`config.mk`:
```
export PLATFORM = sky130hd
export DESIGN_NAME = line_repeat_ctrl
export DESIGN_NICKNAME = d
export VERILOG_FILES = /design/src/rtl/lr_pkg.sv /design/src/rtl/lr_period_meas.sv /design/src/rtl/lr_line_dda.sv /design/src/rtl/lr_repeat_seq.sv /design/src/rtl/line_repeat_ctrl.sv
export SDC_FILE = /design/constraint.sdc
export NUM_CORES = 1
export LEC_CHECK = 0
export BUFFER_PORTS_ARGS = -buffer_cell sky130_fd_sc_hd__buf_4
export CORE_MARGIN = 2
export CORE_UTILIZATION = 50
export DETAILED_ROUTE_END_ITERATION = 8
export MAX_ROUTING_LAYER = met4
export PLACE_DENSITY = 0.68
export SLEW_MARGIN = 25
export SYNTH_ARGS = -nofsm -noshare
export SYNTH_HDL_FRONTEND = slang
export SYNTH_HIERARCHICAL = 1
export SYNTH_SLANG_ARGS = --single-unit
```
`constraint.sdc`:
```
create_clock -name clk -period 14.79 [get_ports clk]
set_clock_uncertainty 0.15 [all_clocks]
set_input_delay 2.2185 -clock clk [delete_from_list [all_inputs] [get_ports clk]]
set_output_delay 2.2185 -clock clk [all_outputs]
set_load 0.01 [all_outputs]
```
`src/rtl/lr_pkg.sv`:
```
package lr_pkg;
  typedef enum logic [1:0] {
    LR_STD  = 2'd0,
    LR_ENL  = 2'd1,
    LR_WIDE = 2'd2
  } lr_mode_e;

  localparam logic [10:0] SAMP_STD  = 11'd832;
  localparam logic [10:0] SAMP_ENL  = 11'd1028;
  localparam logic [10:0] SAMP_WIDE = 11'd1068;
  localparam logic [10:0] SAMP_625  = 11'd942;

  function automatic lr_mode_e lr_resolve(input logic [1:0] sel, input logic is625);
    lr_mode_e m;
    if (is625)            m = LR_STD;
    else if (sel == 2'd1) m = LR_ENL;
    else if (sel == 2'd2) m = LR_WIDE;
    else                  m = LR_STD;
    return m;
  endfunction

  function automatic logic [10:0] lr_samples(input lr_mode_e m, input logic is625);
    logic [10:0] s;
    if (is625)             s = SAMP_625;
    else if (m == LR_ENL)  s = SAMP_ENL;
    else if (m == LR_WIDE) s = SAMP_WIDE;
    else                   s = SAMP_STD;
    return s;
  endfunction
endpackage

```
`src/rtl/lr_period_meas.sv`:
```
module lr_period_meas #(
  parameter int PER_W    = 12,
  parameter int MIN_PER  = 16,
  parameter int INIT_PER = 64
) (
  input  logic             clk,
  input  logic             rst_n,
  input  logic             in_stb,
  output logic [PER_W-1:0] per
);
  localparam logic [PER_W-1:0] CNT_MAX = {PER_W{1'b1}};
  localparam logic [PER_W:0]   MIN_W   = (PER_W+1)'(MIN_PER);

  logic [PER_W-1:0] cnt_q, cnt_d, per_q, per_d;
  logic [PER_W:0]   meas;

  always_comb begin
    meas  = {1'b0, cnt_q} + 1'b1;
    cnt_d = cnt_q;
    per_d = per_q;
    if (in_stb) begin
      cnt_d = '0;
      if (meas < MIN_W)     per_d = MIN_W[PER_W-1:0];
      else if (meas[PER_W]) per_d = CNT_MAX;
      else                  per_d = meas[PER_W-1:0];
    end else if (cnt_q != CNT_MAX) begin
      cnt_d = cnt_q + 1'b1;
    end
  end

  always_ff @(posedge clk or negedge rst_n) begin
    if (!rst_n) begin
      cnt_q <= '0;
      per_q <= PER_W'(INIT_PER);
    end else begin
      cnt_q <= cnt_d;
      per_q <= per_d;
    end
  end

  assign per = per_q;
endmodule

```
`src/rtl/lr_line_dda.sv`:
```
module lr_line_dda #(
  parameter int PER_W = 12
) (
  input  logic             clk,
  input  logic             rst_n,
  input  logic             restart,
  input  logic             enl,
  input  logic [PER_W-1:0] per,
  output logic             tick
);
  localparam int AW = PER_W + 2;

  logic [AW-1:0] acc_q, acc_d, sum, modv;

  always_comb begin
    modv  = enl ? {1'b0, per, 1'b0} : {2'b00, per};
    sum   = acc_q + (enl ? AW'(5) : AW'(2));
    tick  = !restart && (sum >= modv);
    if (restart)   acc_d = '0;
    else if (tick) acc_d = sum - modv;
    else           acc_d = sum;
  end

  always_ff @(posedge clk or negedge rst_n) begin
    if (!rst_n) acc_q <= '0;
    else        acc_q <= acc_d;
  end
endmodule

```
`src/rtl/lr_repeat_seq.sv`:
```
module lr_repeat_seq #(
  parameter int IDX_W = 10
) (
  input  logic             clk,
  input  logic             rst_n,
  input  logic             restart,
  input  logic             tick,
  input  logic             enl,
  output logic [IDX_W-1:0] idx,
  output logic [1:0]       rep,
  output logic             tri3
);
  logic [IDX_W-1:0] idx_q, idx_d;
  logic [1:0]       rep_q, rep_d, last;
  logic             tri_q, tri_d;

  always_comb begin
    last  = tri_q ? 2'd2 : 2'd1;
    idx_d = idx_q;
    rep_d = rep_q;
    tri_d = tri_q;
    if (restart) begin
      idx_d = '0;
      rep_d = '0;
      tri_d = 1'b0;
    end else if (tick) begin
      if (rep_q == last) begin
        rep_d = '0;
        idx_d = idx_q + 1'b1;
        tri_d = enl & ~tri_q;
      end else begin
        rep_d = rep_q + 1'b1;
      end
    end
  end

  always_ff @(posedge clk or negedge rst_n) begin
    if (!rst_n) begin
      idx_q <= '0;
      rep_q <= '0;
      tri_q <= 1'b0;
    end else begin
      idx_q <= idx_d;
      rep_q <= rep_d;
      tri_q <= tri_d;
    end
  end

  assign idx  = idx_q;
  assign rep  = rep_q;
  assign tri3 = tri_q;
endmodule

```
`src/rtl/line_repeat_ctrl.sv`:
```
module line_repeat_ctrl #(
  parameter int PER_W    = 12,
  parameter int MIN_PER  = 16,
  parameter int INIT_PER = 64,
  parameter int IDX_W    = 10,
  parameter int HS_W     = 8
) (
  input  logic             clk,
  input  logic             rst_n,
  input  logic [1:0]       mode_sel,
  input  logic             is_625,
  input  logic             in_line_stb,
  input  logic             field_stb,
  output logic             line_rst,
  output logic [IDX_W-1:0] line_idx,
  output logic [1:0]       rep_num,
  output logic             triple,
  output logic             hsync_out,
  output logic [10:0]      h_samples
);
  import lr_pkg::*;

  localparam int HC_W = $clog2(HS_W + 1);

  lr_mode_e         mode_q, mode_d;
  logic             is625_q, is625_d;
  logic             enl, tick;
  logic             lrst_q, lrst_d;
  logic [HC_W-1:0]  hs_q, hs_d;
  logic [PER_W-1:0] per;

  assign enl = (mode_q == LR_ENL);

  lr_period_meas #(.PER_W(PER_W), .MIN_PER(MIN_PER), .INIT_PER(INIT_PER)) meas_i (
    .clk(clk), .rst_n(rst_n), .in_stb(in_line_stb), .per(per)
  );

  lr_line_dda #(.PER_W(PER_W)) dda_i (
    .clk(clk), .rst_n(rst_n), .restart(field_stb), .enl(enl), .per(per), .tick(tick)
  );

  lr_repeat_seq #(.IDX_W(IDX_W)) seq_i (
    .clk(clk), .rst_n(rst_n), .restart(field_stb), .tick(tick), .enl(enl),
    .idx(line_idx), .rep(rep_num), .tri3(triple)
  );

  always_comb begin
    mode_d  = mode_q;
    is625_d = is625_q;
    if (field_stb) begin
      mode_d  = lr_resolve(mode_sel, is_625);
      is625_d = is_625;
    end
    lrst_d = field_stb | tick;
    if (lrst_d)         hs_d = HC_W'(HS_W);
    else if (hs_q != 0) hs_d = hs_q - 1'b1;
    else                hs_d = hs_q;
  end

  always_ff @(posedge clk or negedge rst_n) begin
    if (!rst_n) begin
      mode_q  <= LR_STD;
      is625_q <= 1'b0;
      lrst_q  <= 1'b0;
      hs_q    <= '0;
    end else begin
      mode_q  <= mode_d;
      is625_q <= is625_d;
      lrst_q  <= lrst_d;
      hs_q    <= hs_d;
    end
  end

  assign line_rst  = lrst_q;
  assign hsync_out = (hs_q != 0);
  assign h_samples = lr_samples(mode_q, is625_q);
endmodule

```
==> run metrics <==
number of setup buffers added after CTS=0; row count=33; Hold Crit Endpoint=meas_i/per[6]$_DFFE_PN1P_; CP Class=flop to flop; GRT overflow=0; hold_sp=meas_i/per[6]$_DFFE_PN1P_; port bufs=30; Max Cap Violations=0; Syn Inst Count=427; Non-Filler Instances=560; flops & latches, synth=59; top-count cell post-synth=dfrtp_1; first-pass GRT wire length=14520 um; outcome=finished clean; Startpoint Class=flop; Tot Pwr=737.0 uW; Routed Antenna Nets=0; crit share post-route=36.67%; diode count=0; dpl ws=9.384 ns; sequential area share after synthesis=35.79%; R2R cell count=18; 1st-iter DRT viols=155; post-layout net count=482; async set or reset register ratio after synthesis=100.0%; unrepaired setup endpoints after global routing=false; hold slack=0.3479 ns; vias per inst=5.763; CTS HTree Levels=3; area of the core=8093 um2; area post-placement=4340 um2; share of the synthesized area in the top cell type=35.15%; Remaining DRCs=0; crit path time final=5.424 ns; clock sinks=59; root buf cell=clkbuf_8; area leader, netlist=dfrtp_1; Post-synth top cells=58 x dfrtp_1, 46 x nor2_1, 28 x xnor2_1; wire per inst=15.51 um; DIE WIDTH=94.88 um; GRT Total Usage=21.33%; CTS Buf Count=9; via count=3227; chip height=94.88 um; top cells by area, synth=dfrtp_1 35%, ha_1 6.7%, xnor2_1 5.9%; CP Data Required Time=14.86 ns; Finished Cell Area=4566 um2; area grow syn2layout=10.58%; die area=9001 um2; Pleak=1.909 nW; DP Cell Count=545; ys flop type=dfrtp_1; largest net degree at the start of global routing=60; deepest clock path buffer count=2; TritonCTS clock tree=built; clock slew at reported path FFs=0.07 ns; # hold bufs at CTS=0; Synth Cell Area=4129 um2; number of enable flip-flop cells after synthesis=0; drt pass-1 iters=4; syn avg cell area=9.670 um2; yosys warns=6; Slew @ Worst Pin=0.8277 ns; Final Setup Violations=0; Critical Path End Type=flop; Max Clk Rate=184.4 MHz; CP max FO=17; vias in the first global route=3111; fin. max-slew vios=0; Setup WS post-layout=9.366 ns; routed wire length=8683 um; initial antenna violation count=0; Placer Congestion=0.8712; I/O Pins=33; dpl hpwl=6343 um; Finished Core Util=56.42%; initial core utilization=51.02%; share of cells above drive strength 1=20.44%; Reg2Reg Setup Slack=9.37 ns; Netlist cell types=79; Post-CTS Resized=0; Fin Setup TNS=0 ns; Clock Latency Late Sink=0.34 ns; VDD IR max=0.07166 mV; pwr/cell area=161.4 nW/um2; arrival time worst endpoint=5.50 ns; Worst R2R Start=mode_q[1]$_DFFE_PN0P_; relative slew slack=44.82%; Hold Path Stages=2; Final Hold Viols=0; RR Endpoint=seq_i/idx[9]$_DFFE_PN0P_; worst hold path type=flop to flop
[worst max-delay path, cell delays in order (launching register included)]
cell     delay (ns)
dfrtp_1        0.39
inv_1          0.07
ha_1           0.69
inv_1          0.20
fa_1           0.49
a21oi_1        0.24
nor2_1         0.13
xor2_1         0.17
ha_1           0.41
nand4_1        0.14
a21oi_1        0.28
o22ai_2        0.19
a21oi_4        0.46
o21ai_2        0.21
inv_1          0.25
nand4_1        0.21
a21oi_4        0.20
nand4_1        0.13
mux2_2         0.28
[registers in the layout, indices dropped and copies added, names as in the netlist]
name,count
seq_i/rep,2
dda_i/acc_q,14
seq_i/tri3,1
is625_q,1
line_rst,1
hs_q,4
meas_i/cnt_q,12
mode_q,2
meas_i/per,12
seq_i/idx,10
[layer usage]
layer  track usage, %  vias up  share of wire (%)
met5                -        -                  0
met4            7.971        0                1.3
met3            4.469       11                3.3
met2            33.69       60                 49
met1            27.05     1573                 46
li1                 -     1583                  -
[power by group]
group / internal, mW / switching [mW] / leakage (nW) / total (mW)
sequential: 0.185 / 0.0239 / 0.781 / 0.209
combinational: 0.151 / 0.209 / 1.01 / 0.360
clock: 0.103 / 0.0643 / 0.115 / 0.167
[kinds of logic (layout without fill, tap and decap cells)]
group,after synthesis,after routing,synth area share (%)
compound gates,100,100,18.36
xor+xnor,36,36,7.637
fa+ha+maj,24,24,7.636
buf+inv,37,64,5.333
flops,59,59,35.79
mux,20,20,5.363
other cells,1,2,0.09082
simple gates,150,150,19.79
[cell type report]
type,count,area (um2)
fill,733,3527
multi-input combinational,332,2435
sequential,59,1478
timing repair buffer,30,225.2
clock buffer,11,151.4
tap,105,131.4
clock inverter,4,73.82
inverter,19,71.32
[how the worst max path moves through the flow]
stage	slack, ns	cells after the start	endpoint	startpoint
5_1_grt	8.86	18	seq_i/idx[4]$_DFFE_PN0P_	mode_q[1]$_DFFE_PN0P_
3_3_place_gp	9.61	18	seq_i/idx[9]$_DFFE_PN0P_	mode_q[1]$_DFFE_PN0P_
3_5_place_dp	9.38	18	seq_i/idx[9]$_DFFE_PN0P_	mode_q[1]$_DFFE_PN0P_
2_1_floorplan	10.00	19	seq_i/idx[9]$_DFFE_PN0P_	mode_q[1]$_DFFE_PN0P_
6_report	9.37	18	seq_i/idx[9]$_DFFE_PN0P_	mode_q[1]$_DFFE_PN0P_
4_1_cts	9.38	18	seq_i/idx[9]$_DFFE_PN0P_	mode_q[1]$_DFFE_PN0P_
[placed cells by master (no fill, tap or decap), drive strengths merged, types with 16 or more instances in the layout]
cell and instances:
xnor2 28, nand3 22, inv 18, ha 22, nand2 24, o21ai 19, mux2i 16, dfrtp 58
buf 30, a21oi 36, nor2 47
Note: power is estimated with default switching activity, not from simulation.
